$ cat src/rtl/adc_serial_port.sv
module adc_serial_port #(
  parameter int DATA_W = 14,
  parameter int CNT_W  = 6
) (
  input  logic              clk,
  input  logic              rst_n,
  input  logic              cs_n,
  input  logic              sclk,
  input  logic              din,
  input  logic              wide_mode,
  input  logic [DATA_W-1:0] conv_data,
  output logic              dout,
  output logic              dout_oe,
  output logic              sample_stb,
  output logic [2:0]        chan_sel,
  output logic              pwr_down,
  output logic [1:0]        pwr_mode
);
  localparam int WORD_W = DATA_W + 2;
  localparam int CMD_W  = 8;

  logic [2:0]        cs_sr, sclk_sr;
  logic [1:0]        din_sr;
  logic [CNT_W-1:0]  rise_cnt, fall_cnt;
  logic [1:0]        shreg;
  logic [1:0]        pwr_sel;
  logic [WORD_W-1:0] obuf;
  logic              started;

  wire cs_q  = cs_sr[1];
  wire cs_up = cs_sr[1] & ~cs_sr[2];
  wire cs_dn = ~cs_sr[1] & cs_sr[2];
  wire rise  = ~cs_q & sclk_sr[1] & ~sclk_sr[2];
  wire fall  = ~cs_q & ~sclk_sr[1] & sclk_sr[2];
  wire [CNT_W-1:0] smp_at = wide_mode ? CNT_W'(6 + CMD_W) : CNT_W'(6);
  wire [CNT_W-1:0] out_at = wide_mode ? CNT_W'(2 * CMD_W) : CNT_W'(CMD_W);

  assign dout    = started & obuf[WORD_W-1];
  assign dout_oe = ~cs_q;

  always_ff @(posedge clk or negedge rst_n) begin
    if (!rst_n) begin
      cs_sr      <= '1;
      sclk_sr    <= '0;
      din_sr     <= '0;
      rise_cnt   <= '0;
      fall_cnt   <= '0;
      shreg      <= '0;
      chan_sel   <= '0;
      pwr_sel    <= 2'b11;
      pwr_mode   <= 2'b11;
      pwr_down   <= 1'b1;
      sample_stb <= 1'b0;
      obuf       <= '0;
      started    <= 1'b0;
    end else begin
      cs_sr      <= {cs_sr[1:0], cs_n};
      sclk_sr    <= {sclk_sr[1:0], sclk};
      din_sr     <= {din_sr[0], din};
      sample_stb <= 1'b0;
      if (cs_q) begin
        rise_cnt <= '0;
        fall_cnt <= '0;
        started  <= 1'b0;
        if (cs_up) begin
          pwr_down <= 1'b1;
          pwr_mode <= pwr_sel;
        end
      end else begin
        if (cs_dn) pwr_down <= 1'b0;
        if (rise) begin
          if (rise_cnt != '1) rise_cnt <= rise_cnt + 1'b1;
          if (rise_cnt < CNT_W'(CMD_W)) shreg <= {shreg[0], din_sr[1]};
          if (rise_cnt == CNT_W'(2)) chan_sel <= {shreg, din_sr[1]};
          if (rise_cnt == CNT_W'(CMD_W - 1)) pwr_sel <= shreg;
        end
        if (fall) begin
          if (fall_cnt != '1) fall_cnt <= fall_cnt + 1'b1;
          if (fall_cnt == smp_at - 1'b1) sample_stb <= 1'b1;
          if (fall_cnt == out_at - 1'b1) started <= 1'b1;
          else if (started) obuf <= {obuf[WORD_W-2:0], 1'b0};
        end
        if (sample_stb) obuf <= {conv_data, 2'b00};
      end
    end
  end

  AST_SHUTDOWN_ON_CS: assert property (@(posedge clk) disable iff (!rst_n)
    $rose(cs_q) |=> (pwr_down && !dout_oe));

  AST_STB_PULSE: assert property (@(posedge clk) disable iff (!rst_n)
    sample_stb |=> !sample_stb);

  AST_STB_IN_XFER: assert property (@(posedge clk) disable iff (!rst_n)
    sample_stb |-> !pwr_down);

  AST_CHAN_HOLD: assert property (@(posedge clk) disable iff (!rst_n)
    (!cs_q && rise_cnt > CNT_W'(3)) |-> $stable(chan_sel));

  AST_ZERO_TAIL: assert property (@(posedge clk) disable iff (!rst_n)
    (!cs_q && fall_cnt >= out_at + CNT_W'(WORD_W)) |-> !dout);
endmodule

$ cat config.mk
export PLATFORM = sky130hd
export DESIGN_NAME = adc_serial_port
export DESIGN_NICKNAME = d
export VERILOG_FILES = /design/src/rtl/adc_serial_port.sv
export SDC_FILE = /design/constraint.sdc
export NUM_CORES = 1
export LEC_CHECK = 0
export CAP_MARGIN = 20
export CORE_UTILIZATION = 50
export DETAILED_ROUTE_END_ITERATION = 16
export DONT_BUFFER_PORTS = 1
export PLACE_DENSITY = 0.7
export SLEW_MARGIN = 20
export SYNTH_ARGS = -nofsm -noshare
export SYNTH_HDL_FRONTEND = slang
export SYNTH_SLANG_ARGS = --single-unit
$ cat constraint.sdc
create_clock -name clk -period 2.6 [get_ports clk]
set_input_delay 0.52 -clock clk [delete_from_list [all_inputs] [get_ports clk]]
set_output_delay 0.52 -clock clk [all_outputs]
set_load 0.02 [all_outputs]
==> impl_results.md <==
- Run status: finished, final reports clean
- Peak fanout along the critical path: 18
- Post-CTS sizing: 0
- Vias: 1523
- Period utilisation layout: 0.723
- Top cells by area, synth: dfrtp_1 44%, dfstp_2 9.7%, nand3_1 6.9%
- Slew HR: 0.414
- Worst r2r path cells: 4
- Overall routing resource usage: 0.203
- Crit path capture: dout_oe
- Pwr Total: 1.30 mW
- R2R Path End: obuf[10]$_DFFE_PN0P_
- Crit path largest cell delay: roughly 0.76 ns
- Final Skew: 0.00397 ns
- Syn Inst Count: 195
- Initial antenna violation count: 0
- Setup TNS: 0 ns
- Final worst path period need: 1.88 ns
- Post-Layout Inst Area: roughly 0.0023 mm2
- First DRT Iteration DRCs: 140
- Reg2reg setup slack: 0.74 ns
- Max_cap viols: 0
- # setup viols final: 0
- Arr. time, crit path: 1.36 ns
- CTS buffer count: 5
- # rows: 23
- Area share of the largest cell type after synthesis: 0.440
- Post-synth EDFFs: 0
- Most common cell in the synthesized netlist: dfrtp_1
- Postcts setup bufs: 0
- DRC: 0
- Global-route wire length before repair: about 6700 um
- Avg Cell Area, Syn: 11.1 um2
- Worst setup path startpoint: cs_sr[1]$_DFF_PN1_
- Leak: 0.947 nW
- ANT cells: 0
- Most used DFF post-synth: dfrtp_1
- Peak VDD IR: around 0.26 mV
- Buf/Inv on CP: 1
- Asr flop ratio synth: 1.00
- RSZ-0062 raised after global routing: no
- Routed Antenna Nets: 0
- Width of the die: between 60 and 70 um
- Post-Syn Area: 0.00216 mm2
- Worst min path class: in2async
- Worst Path Class, Setup: reg2out
- Worst-skew pair later-pin latency: 0.30 ns
- Core Region: 0.00409 mm2
- Layout cells sized above 1: 0.157
- R2r startpoint: fall_cnt[4]$_DFFE_PN0P_
- CTS Root Cell: clkbuf_8
- CP delay by family, top: flip-flops
- Post-synthesis sequential area ratio: 0.537
- Post-synthesis cell type count: 37
- Pin count of the biggest net entering global routing: 39
- CP max stage cell: dfstp_2
- CTS max path bufs: 2
- Clock Pin Slew Worst Setup and Hold Paths: ~0.080 ns
- Drt via density: ~6.1
- Required time worst endpoint: between 2 and 2.5 ns
- Die area: 0.00459 mm2
- Yosys Warn Count: 0
- Worst hold slack: 0.0413 ns
- F_max: 532 MHz
- Worst slew pin tran: 0.878 ns
- Final wirelength: 4090 um
- Final hold vios: 0
- Routed length per instance: 16.5 um
- Slew Limit Fails: 0
- Top post-synthesis cells by count: 38 x dfrtp_1, 30 x nand3_1, 15 x nand3b_1, 13 x a22oi_1
- Crit path launch type: flip-flop
- Synthesized net count: 220
- Post-place instance area: roughly 0.0022 mm2
- PortBufs: 0
- Clock sinks: 46
- #FFs+latches synth: 46
- GPL Wtd Cong: 0.796
- DIE HEIGHT: 67.8 um
- DP HPWL: around 2700 um
- Area Growth Syn to Fin: 6.88%
- Pwr Density: 564 mW/mm2
- # fillers: ~330
- CTS tree: done
- Final nets: roughly 220
- Overflow after GRT: 0
- CP Capture Type: primary output
- Final Util: 0.566
- WP depth: 1
- H-tree Lvls: 2
- Number of global-route vias before repair: 1490
- Initial Util: 0.529
- Num ports: 29
- Post-synth top area cell: dfrtp_1
- DRT Pass-1 Iters: 4
- CP Cell Sequence: inv_1
[power breakdown]
| group | internal [mW] | switching, mW | total (mW) |
|---|---|---|---|
| Combinational | 0.0342 | 0.0407 | 0.0749 |
| Sequential | 0.747 | 0.0373 | 0.784 |
| Clock | 0.214 | 0.231 | 0.445 |
[metrics by stage]
stage | setup slack (ns) | instances
2_1_floorplan | 0.991 | 195
3_3_place_gp | 0.789 | 239
3_5_place_dp | 0.751 | 239
4_1_cts | 0.701 | 248
5_1_grt | 0.622 | 248
6_report | 0.721 | 248
[placed cells by master, fill, tap and decap left out, types with 2 or more instances in the layout]
cell type  count
and2_1         2
mux2i_1        2
xnor2_1        2
a22oi_1       13
nand2_1        8
clkbuf_8       6
nand3b_1      15
buf_4          2
nand3_1       30
nor2_1         9
inv_1          4
nor2b_1        3
a31oi_1        2
o21ai_0        5
dfstp_2        8
nand2b_1       4
dfrtp_1       38
ha_1           5
a211oi_1       4
a21oi_1        5
and3_1         2
mux2_2         9
nor3_1         4
[cell families after synthesis]
| group | count (synthesis) | synth area share |
|---|---|---|
| AND/OR/NAND/NOR | 85 | 0.233 |
| flip-flops | 46 | 0.537 |
| AO/OA/AOI/OAI | 33 | 0.108 |
| buffers and inverters | 12 | 0.0254 |
| multiplexers | 11 | 0.0561 |
| adder cells (fa/ha/maj) | 5 | 0.0289 |
| XOR/XNOR | 3 | 0.0121 |
[flip-flops by register name, summed over array words and instances (netlist names), 3 cells and up]
name,cells
chan_sel,3
cs_sr,3
fall_cnt,6
obuf,14
rise_cnt,6
sclk_sr,3
[how the worst min path moves through the flow]
stage	depth (start not counted)	startpoint	to
after global placement	0	rst_n	obuf[11]$_DFFE_PN0P_
after CTS	0	rst_n	cs_sr[0]$_DFF_PN1_
after global routing	0	rst_n	pwr_mode[1]$_DFFE_PN1P_
after detailed placement	0	rst_n	obuf[11]$_DFFE_PN0P_
final	1	rst_n	obuf[11]$_DFFE_PN0P_
after floorplan	0	rst_n	chan_sel[0]$_DFFE_PN0P_
[metal layers]
metal	part of all wire	GRT usage
met1	0.43	0.230
met2	0.50	0.335
met5	0	0
met4	0.017	0.0859
met3	0.060	0.0845
[worst register-to-register path: stages, from the launching register on]
cell and delay (ns):
dfrtp_1 0.42, or2_2 0.34, o311ai_2 0.77, nand3b_1 0.16, nand3_1 0.12
[repair_timing]
item                                    in CTS  in global routing
hold endpoints to repair                    38                  0
hold buffers                                 1                  0
endpoints found under the setup margin       0                  0
[area by class of cell]
cell class                 instances  area, um2  area share
tap                               50       62.6      0.0271
timing repair buffer               3       35.0      0.0152
inverter                           4       15.0     0.00649
clock buffer                       7       86.3      0.0373
multi-input combinational        137        947       0.410
clock inverter                     1       5.00     0.00216
sequential                        46       1160       0.502
No activity file was read; power rests on OpenSTA's default activity.
